File: src/rtl/pci_term_pkg.sv
package pci_term_pkg;
  typedef enum logic [2:0] {
    TC_NORMAL      = 3'd0,
    TC_RETRY       = 3'd1,
    TC_DISC_DATA   = 3'd2,
    TC_DISC_NODATA = 3'd3,
    TC_ABORT       = 3'd4
  } term_e;

  typedef enum logic [1:0] {
    AS_BYTE = 2'd0,
    AS_HALF = 2'd1,
    AS_WORD = 2'd2
  } asize_e;
endpackage

File: src/rtl/pci_cbe_norm.sv
module pci_cbe_norm
  import pci_term_pkg::*;
(
  input  logic [3:0] cbe_n_i,
  input  logic       is_read_i,
  output asize_e     size_o,
  output logic       nop_o
);
  always_comb begin
    size_o = AS_WORD;
    nop_o  = 1'b0;
    case (cbe_n_i)
      4'b1110, 4'b1101, 4'b1011, 4'b0111: size_o = AS_BYTE;
      4'b1100, 4'b0011:                   size_o = AS_HALF;
      4'b1111:                            nop_o  = !is_read_i;
      default:                            size_o = AS_WORD;
    endcase
  end
endmodule

File: src/rtl/pci_dread_trk.sv
module pci_dread_trk #(
  parameter int AW    = 32,
  parameter int TMO_W = 15
) (
  input  logic          clk,
  input  logic          rst_n,
  input  logic          start_i,
  input  logic          touch_i,
  input  logic          done_i,
  input  logic          discard_en_i,
  input  logic [AW-1:0] addr_i,
  input  logic          mr_i,
  output logic          pend_o,
  output logic          match_o
);
  localparam logic [TMO_W-1:0] CNT_MAX = '1;

  logic              pend_q, pend_d;
  logic [AW-1:0]     addr_q;
  logic              mr_q;
  logic [TMO_W-1:0]  cnt_q, cnt_d;
  logic              expire;

  always_comb begin
    expire = pend_q && discard_en_i && (cnt_q == CNT_MAX) && !touch_i && !done_i;
    pend_d = pend_q;
    if (start_i)               pend_d = 1'b1;
    else if (done_i || expire) pend_d = 1'b0;
    cnt_d = cnt_q;
    if (start_i || touch_i || done_i)  cnt_d = '0;
    else if (pend_q && discard_en_i)   cnt_d = cnt_q + 1'b1;
  end

  always_ff @(posedge clk or negedge rst_n) begin
    if (!rst_n) begin
      pend_q <= 1'b0;
      cnt_q  <= '0;
      addr_q <= '0;
      mr_q   <= 1'b0;
    end else begin
      pend_q <= pend_d;
      cnt_q  <= cnt_d;
      if (start_i) begin
        addr_q <= addr_i;
        mr_q   <= mr_i;
      end
    end
  end

  assign pend_o  = pend_q;
  assign match_o = pend_q && (addr_q == addr_i) && (mr_q == mr_i);
endmodule

File: src/rtl/pci_wbe_trk.sv
module pci_wbe_trk #(
  parameter int BW = 4
) (
  input  logic          clk,
  input  logic          rst_n,
  input  logic          cap_i,
  input  logic [BW-1:0] cbe_n_i,
  output logic          diff_o
);
  logic [BW-1:0] be_q;

  always_ff @(posedge clk or negedge rst_n) begin
    if (!rst_n)     be_q <= '0;
    else if (cap_i) be_q <= cbe_n_i;
  end

  assign diff_o = (be_q != cbe_n_i);
endmodule

File: src/rtl/pci_term_ctrl.sv
module pci_term_ctrl
  import pci_term_pkg::*;
#(
  parameter int AW    = 32,
  parameter int TMO_W = 15
) (
  input  logic          clk,
  input  logic          rst_n,
  input  logic          phase_vld,
  input  logic          is_read,
  input  logic          cmd_memrd,
  input  logic          first_phase,
  input  logic          more_req,
  input  logic [AW-1:0] addr,
  input  logic [3:0]    cbe_n,
  input  logic          rd_ready,
  input  logic          wfifo_empty,
  input  logic          next_avail,
  input  logic          be_err,
  input  logic          discard_en,
  output logic          term_vld,
  output logic [2:0]    term_code,
  output logic [1:0]    acc_size,
  output logic          acc_nop,
  output logic          fetch_start
);
  logic [1:0] rst_sync_q;
  logic       rst_int_n;

  always_ff @(posedge clk or negedge rst_n) begin
    if (!rst_n) rst_sync_q <= 2'b00;
    else        rst_sync_q <= {rst_sync_q[0], 1'b1};
  end
  assign rst_int_n = rst_sync_q[1];

  asize_e sz_c;
  logic   nop_c;
  logic   pend, match, wbe_diff;
  logic   trk_start, trk_touch, trk_done, wbe_cap;
  logic   rb_q, rb_d, wb_q, wb_d;
  term_e  code_d;
  logic   fetch_d;

  pci_cbe_norm u_norm (
    .cbe_n_i   (cbe_n),
    .is_read_i (is_read),
    .size_o    (sz_c),
    .nop_o     (nop_c)
  );

  pci_dread_trk #(.AW(AW), .TMO_W(TMO_W)) u_dread (
    .clk          (clk),
    .rst_n        (rst_int_n),
    .start_i      (trk_start),
    .touch_i      (trk_touch),
    .done_i       (trk_done),
    .discard_en_i (discard_en),
    .addr_i       (addr),
    .mr_i         (cmd_memrd),
    .pend_o       (pend),
    .match_o      (match)
  );

  pci_wbe_trk #(.BW(4)) u_wbe (
    .clk     (clk),
    .rst_n   (rst_int_n),
    .cap_i   (wbe_cap),
    .cbe_n_i (cbe_n),
    .diff_o  (wbe_diff)
  );

  always_comb begin
    code_d    = TC_NORMAL;
    fetch_d   = 1'b0;
    trk_start = 1'b0;
    trk_touch = 1'b0;
    trk_done  = 1'b0;
    wbe_cap   = 1'b0;
    rb_d      = rb_q;
    wb_d      = wb_q;
    if (phase_vld) begin
      if (first_phase) begin
        rb_d = 1'b0;
        wb_d = 1'b0;
      end
      if (is_read) begin
        if (!first_phase && rb_q) begin
          if (be_err)                      begin code_d = TC_ABORT;     rb_d = 1'b0; end
          else if (!more_req)              begin code_d = TC_NORMAL;    rb_d = 1'b0; end
          else if (cmd_memrd || !next_avail) begin code_d = TC_DISC_DATA; rb_d = 1'b0; end
          else                             code_d = TC_NORMAL;
        end else if (!pend) begin
          code_d    = TC_RETRY;
          fetch_d   = 1'b1;
          trk_start = 1'b1;
        end else if (!match) begin
          code_d = TC_RETRY;
        end else if (be_err) begin
          code_d   = TC_ABORT;
          trk_done = 1'b1;
        end else if (!rd_ready) begin
          code_d    = TC_RETRY;
          trk_touch = 1'b1;
        end else begin
          trk_done = 1'b1;
          if (more_req && (cmd_memrd || !next_avail)) code_d = TC_DISC_DATA;
          else begin
            code_d = TC_NORMAL;
            rb_d   = more_req;
          end
        end
      end else begin
        if (!first_phase && wb_q) begin
          if (wbe_diff)                     begin code_d = TC_DISC_NODATA; wb_d = 1'b0; end
          else if (more_req && !next_avail) begin code_d = TC_DISC_DATA;   wb_d = 1'b0; end
          else if (!more_req)               begin code_d = TC_NORMAL;      wb_d = 1'b0; end
          else                              code_d = TC_NORMAL;
        end else if (pend || !wfifo_empty) begin
          code_d = TC_RETRY;
        end else begin
          wbe_cap = 1'b1;
          if (more_req && !next_avail) code_d = TC_DISC_DATA;
          else begin
            code_d = TC_NORMAL;
            wb_d   = more_req;
          end
        end
      end
    end
  end

  always_ff @(posedge clk or negedge rst_int_n) begin
    if (!rst_int_n) begin
      term_vld    <= 1'b0;
      term_code   <= TC_NORMAL;
      acc_size    <= AS_WORD;
      acc_nop     <= 1'b0;
      fetch_start <= 1'b0;
      rb_q        <= 1'b0;
      wb_q        <= 1'b0;
    end else begin
      term_vld    <= phase_vld;
      fetch_start <= fetch_d;
      rb_q        <= rb_d;
      wb_q        <= wb_d;
      if (phase_vld) begin
        term_code <= code_d;
        acc_size  <= sz_c;
        acc_nop   <= nop_c;
      end
    end
  end
endmodule

File: config.mk
export PLATFORM = sky130hd
export DESIGN_NAME = pci_term_ctrl
export DESIGN_NICKNAME = d
export VERILOG_FILES = /design/src/rtl/pci_term_pkg.sv /design/src/rtl/pci_cbe_norm.sv /design/src/rtl/pci_dread_trk.sv /design/src/rtl/pci_wbe_trk.sv /design/src/rtl/pci_term_ctrl.sv
export SDC_FILE = /design/constraint.sdc
export NUM_CORES = 1
export LEC_CHECK = 0
export ABC_AREA = 1
export CORE_AREA = 8 8 130 132
export DETAILED_ROUTE_END_ITERATION = 7
export DIE_AREA = 0 0 138 140
export GPL_ROUTABILITY_DRIVEN = 0
export HOLD_SLACK_MARGIN = 0.05
export MAX_ROUTING_LAYER = met4
export PLACE_DENSITY = 0.47
export SKIP_CTS_REPAIR_TIMING = 1
export SLEW_MARGIN = 20
export SYNTH_ARGS = -nofsm -noshare
export SYNTH_HDL_FRONTEND = slang
export SYNTH_HIERARCHICAL = 1
export SYNTH_SLANG_ARGS = --single-unit
File: constraint.sdc
create_clock -name clk -period 2.71 [get_ports clk]
set_clock_uncertainty 0.2 [all_clocks]
set_input_delay 0.542 -clock clk [delete_from_list [all_inputs] [get_ports clk]]
set_output_delay 0.542 -clock clk [all_outputs]
set_load 0.01 [all_outputs]
==> Word level (Yosys, flattened, before mapping) <==
Cells that the tools add are included.
{ "totals": {"register_bits": 65, "inputBits": 48, "out_inout_bits": 8, "wordCells": 111} }
{ "op_classes": {"addsub": 1, "n_eq_ne": 11, "n_mux": 61, "n_reduce_logical": 25} }
{ "op_table": {"columns": ["operator", "n"], "rows": [
  ["two-way mux 1 bit", 44],
  ["equality test 32 bit", 1],
  ["two-way mux 15 bit", 2],
  ["two-way mux 3 bit", 8],
  ["equality test 4 bit (second input constant)", 5],
  ["adder 15 x 1 -> 15 bit (second input constant)", 1],
  ["equality test 15 bit (second input constant)", 1],
  ["two-way mux 2 bit", 6],
  ["logical AND 1 bit", 10],
  ["logical NOT 1 bit", 6],
  ["logical OR 1 bit", 5],
  ["equality test 4 x 2 -> 1 bit (second input constant)", 1],
  ["equality test 4 x 3 -> 1 bit (second input constant)", 1],
  ["!= test 4 bit", 1],
  ["case mux 2 bit (2 select lines)", 1],
  ["nonzero test 2 bit", 2],
  ["OR reduction 4 bit", 1],
  ["OR reduction 2 bit", 1],
  ["equality test 1 bit", 1]
]} }

==> Logic depth before layout (Yosys ltp) <==
{ "logic_depth": {"word_depth": 14, "depth_mapped": 21} }

==> Modules after synthesis <==
The synthesis kept the hierarchy.
{ "by_module_without_submodules": {"columns": ["module", "n_inst", "cells_per_inst", "area_per_inst_um2", "seq_area_each_um2"], "rows": [
  ["pci_dread_trk", 1, 387, 2726.4, 1226.2],
  ["pci_term_ctrl", 1, 82, 618.1, 301.5],
  ["pci_wbe_trk", 1, 35, 221.5, 100.1],
  ["pci_cbe_norm", 1, 13, 60.1, 0.0]
]} }

==> Worst setup path before layout <==
OpenSTA, ideal clock, no wires.
{ "synth_timing": {"path_type": "in2reg", "from": "input port addr[28]", "to": "register u_dread.cnt_q[11]", "setup_ns": 0.121, "arrival_ns": 1.995, "required_ns": 2.389, "path_slack_ns": 0.394, "cell_stages": 19, "cell_sequence": "nand2_1 -> o21ai_0 -> nor2_1 -> nand2_1 -> nand3b_1 -> nor2_1 -> nand2_1 -> inv_1 -> nand2_1 -> nor2_1 -> nor2_4 -> nand2_4 -> clkinv_4 -> nand2_4 -> nand2_4 -> nor2_2 -> nand2_1 -> nand2_1 -> nor2_1"} }
{ "synth_between": {"word_cells_on_any_way": 17} }
{ "synth_rtl": {"columns": ["element", "line", "text"], "rows": [
  ["start: declaration", "pci_term_ctrl.sv:14", "input logic [AW-1:0] addr,"],
  ["equality test 32 bit (*)", "pci_dread_trk.sv:51", "assign match_o = pend_q && (addr_q == addr_i) && (mr_q == mr_i);"],
  ["logical AND 1 bit (*) (2 in a row)", "pci_dread_trk.sv:51", null],
  ["net match", "pci_term_ctrl.sv:38", "logic pend, match, wbe_diff;"],
  ["two-way mux 1 bit (*)", "pci_term_ctrl.sv:96", "end else if (!match) begin"],
  ["two-way mux 1 bit (*)", "pci_term_ctrl.sv:92", "end else if (!pend) begin"],
  ["two-way mux 1 bit (*)", "pci_term_ctrl.sv:87", "if (!first_phase && rb_q) begin"],
  ["two-way mux 1 bit (*)", "pci_term_ctrl.sv:86", "if (is_read) begin"],
  ["two-way mux 1 bit (*)", "pci_term_ctrl.sv:81", "if (phase_vld) begin"],
  ["net trk_done", "pci_term_ctrl.sv:39", "logic trk_start, trk_touch, trk_done, wbe_cap;"],
  ["logical OR 1 bit (*)", "pci_dread_trk.sv:30", "if (start_i || touch_i || done_i) cnt_d = '0;"],
  ["two-way mux 15 bit or nonzero test 2 bit (tied branches)", null, null],
  ["end signal: assignment", "pci_dread_trk.sv:42", "cnt_q <= cnt_d;"],
  ["end: declaration", "pci_dread_trk.sv:21", "logic [TMO_W-1:0] cnt_q, cnt_d;"]
]} }
Mark *: on every way through the listed nets, which the timed path passes. The rest lies on a longest branch.
A chain may end at the register's enable or synchronous reset.

==> Final worst setup path <==
Ends and elaborated chain as after synthesis.

==> results.sh <==
export IMPL_drv_cap=0
export IMPL_switching_share=0.2561
export IMPL_drt_vias_per_instance=4.189
export IMPL_internal_power_mw=2.283
export IMPL_routedWlPerCell_um=11.55
export IMPL_antenna_cells=0
export IMPL_first_iter_violations=197
export IMPL_critPathLaunchType="input port"
export IMPL_whs_ns=0.07385
export IMPL_switchingPower_mw=0.7861
export IMPL_pwr_density_cell_mw_per_mm2=608.1
export IMPL_cts_tree="built"
export IMPL_end_kind="flip-flop"
export IMPL_finalHoldViolCount=0
export IMPL_nets=646
export IMPL_synth_area_leader_cell="dfrtp_1"
export IMPL_status="finished, final reports clean"
export IMPL_drv_slew=0
export IMPL_synth_area_mm2=0.003626
export IMPL_h_tree_depth=3
export IMPL_grt_pass1_vias=3260
export IMPL_avgSynthCellArea_um2=7.013
export IMPL_syn2layout_area_growth_pct=39.20
export IMPL_yosysWarnings=6
export IMPL_clock_sinks=65
export IMPL_vias=3309
export IMPL_seq_area_frac_synth=0.4489
export IMPL_synth_top_area_share=0.4417
export IMPL_overflow=0
export IMPL_synth_edf_count=0
export IMPL_ys_seq_elements=65
export IMPL_clkPwrFrac=0.479
export IMPL_ys_top_cells_by_area="dfrtp_1 44%, nand2_1 20%, inv_1 7.8%"
export IMPL_grt_antenna_before_repair=0
export IMPL_final_cell_mix="196 x nand2_1, 74 x inv_1, 63 x dfrtp_1, 46 x o21ai_0, 40 x nor2_1"
export IMPL_drt_pre_antenna_iters=5
export IMPL_core_mm2=0.01486
export IMPL_rows=45
export IMPL_post_route_period_util=0.9440
export IMPL_arrival_ns=2.58
export IMPL_clk_pin_slew_worst_paths_ns=0.06
export IMPL_synthSimpleGateAreaFrac=0.3406
export IMPL_required_ns=2.73
export IMPL_cts_root_buf="clkbuf_16"
export IMPL_final_area_mm2=0.005047
export IMPL_layout_commonest_cell="nand2_1"
export IMPL_period_minus_slack_ns=2.558
export IMPL_synthAdderAreaFrac=0.003451
export IMPL_clock_path_buffers=2
export IMPL_totalWireLength_um=9125
export IMPL_vdd_ir_drop_max_uv=336.2
export IMPL_cts_made_buffers=9
export IMPL_die_height_um=140
export IMPL_track_usage=0.09937
export IMPL_synthMuxAreaShare=0
export IMPL_p_leak_nw=2.728
export IMPL_grt_pass1_wl_um=15330
export IMPL_clock_latency_ns=0.34
export IMPL_async_flop_share=1.000
export IMPL_timing_critical_path_fanout_max=6
export IMPL_design_die_area_mm2=0.01932
export IMPL_die_x_um=138
export IMPL_critPathKind="input port to flip-flop"
export IMPL_drive_above_1_share=0.1279
export IMPL_synth_xor_area_share=0.01691
export IMPL_fmax_mhz=390.9
export IMPL_start_util=0.2439
export IMPL_synthFlopType="dfrtp_1"
export IMPL_synth_compound_area_share=0.08730
export IMPL_p_seq_frac=0.380
export IMPL_postRouteAntennaNets=0
export IMPL_port_buffers=55
export IMPL_grt_max_degree=64
export IMPL_syn_nets=566
export IMPL_ys_types=32
export IMPL_pin_count=56
export IMPL_setup_viol=0
export IMPL_synthCells=517
export IMPL_hpwl_um=6765
export IMPL_holdCritPathClass="flip-flop to async pin"
export IMPL_power_frac_comb=0.141
export IMPL_synth_top_family_by_area="simple AND/OR/NAND/NOR gates"
export IMPL_drcViolationCount=0
export IMPL_rsz0062_at_grt="no"
export IMPL_place_area_mm2=0.004532
[cells in the mapped netlist, types with 2 or more instances]
cell / instances
nand4_1: 6
inv_2: 4
a21oi_1: 6
xnor2_1: 6
nand2_1: 198
nand2_4: 3
nand3_2: 3
nand2_2: 4
nor3_2: 3
nor3_1: 5
nor2_1: 48
buf_6: 3
clkbuf_1: 6
o21ai_1: 4
o21ai_0: 47
nand3_1: 15
dfrtp_1: 64
a31oi_1: 2
nor2_4: 2
nor2_2: 2
inv_1: 75
[cell type report]
type	instances	area (µm²)
timing repair buffer	79	820.8
fill	1601	9817
inverter	80	307.8
sequential	65	1629
clock buffer	10	239.0
multi-input combinational	362	1678
tap	188	235.2
clock inverter	6	137.6
[final timing paths]
check / depth (start not counted) / to / start / slack, ns
min reg2reg: 1 / wb_q / rst_sync_q[1] / 0.07
max in group asynchronous: 1 / acc_size[1] / rst_sync_q[1] / 1.93
min in group clk: 0 / rst_sync_q[1] / rst_sync_q[0] / 0.15
min: 1 / wb_q / rst_sync_q[1] / 0.07
max reg2reg: 20 / u_dread/cnt_q[11] / u_dread/addr_q[15] / 0.38
max: 19 / u_dread/cnt_q[11] / addr[28] / 0.15
[critical path, stage by stage]
cell	delay, ns
clkdlybuf4s50_1	0.51
o21ai_0	0.10
nor2_1	0.12
nand2_1	0.06
nand3b_1	0.19
nor2_2	0.14
nand2_2	0.09
inv_2	0.07
nand2_2	0.07
nor2_4	0.15
nor2_4	0.05
nand2_4	0.09
inv_8	0.05
nand2_8	0.07
nand2_4	0.07
nor2_4	0.08
nand2_1	0.05
nand2_1	0.05
nor2_1	0.04
[state kept, by name (all words and copies together), names as in the netlist]
name and count:
rb_q 1, wb_q 1, u_dread/addr_q 32, fetch_start 1, rst_sync_q 2, term_vld 1
acc_nop 1, term_code 3, u_dread/mr_q 1, u_wbe/be_q 4, acc_size 2, u_dread/pend_o 1
u_dread/cnt_q 15
[power groups by stage]
| stage | clock [mW] | sequential [mW] | combinational [mW] |
|---|---|---|---|
| after floorplan | 0 | 1.17 | 0.255 |
| final | 1.47 | 1.17 | 0.433 |
| after detailed placement | 0 | 1.18 | 0.437 |
| after global placement | 0 | 1.18 | 0.436 |
| after CTS | 1.52 | 1.16 | 0.438 |
| after global routing | 1.55 | 1.18 | 0.499 |
[cells by family after synthesis]
logic type,Yosys count
adders and majority gates,1
AOI/OAI and AO/OA,61
other,1
and+or+nand+nor,292
DFF,65
buffers and inverters,90
xor gates and xnor gates,7
[per-stage QoR]
step             util  worst slack [ns]  std cells  setup TNS [ns]  power (mW)
2_1_floorplan       -            0.3942        517               0       1.425
3_3_place_gp   0.3049           -0.4584        770          -4.907       1.613
3_5_place_dp   0.3049           -0.4953        770          -5.469       1.615
4_1_cts        0.3302           -0.1625        786         -0.8818       3.116
5_1_grt        0.3396          0.008847        790               0       3.230
6_report       0.3396            0.1517        790               0       3.069
[metal layers]
layer / part of all wire / track usage
met1: 0.47 / 0.1167
met2: 0.47 / 0.1573
met3: 0.026 / 0.01792
met4: 0.025 / 0.05835
met5: 0 / -
(Power assumes the default switching activity.)
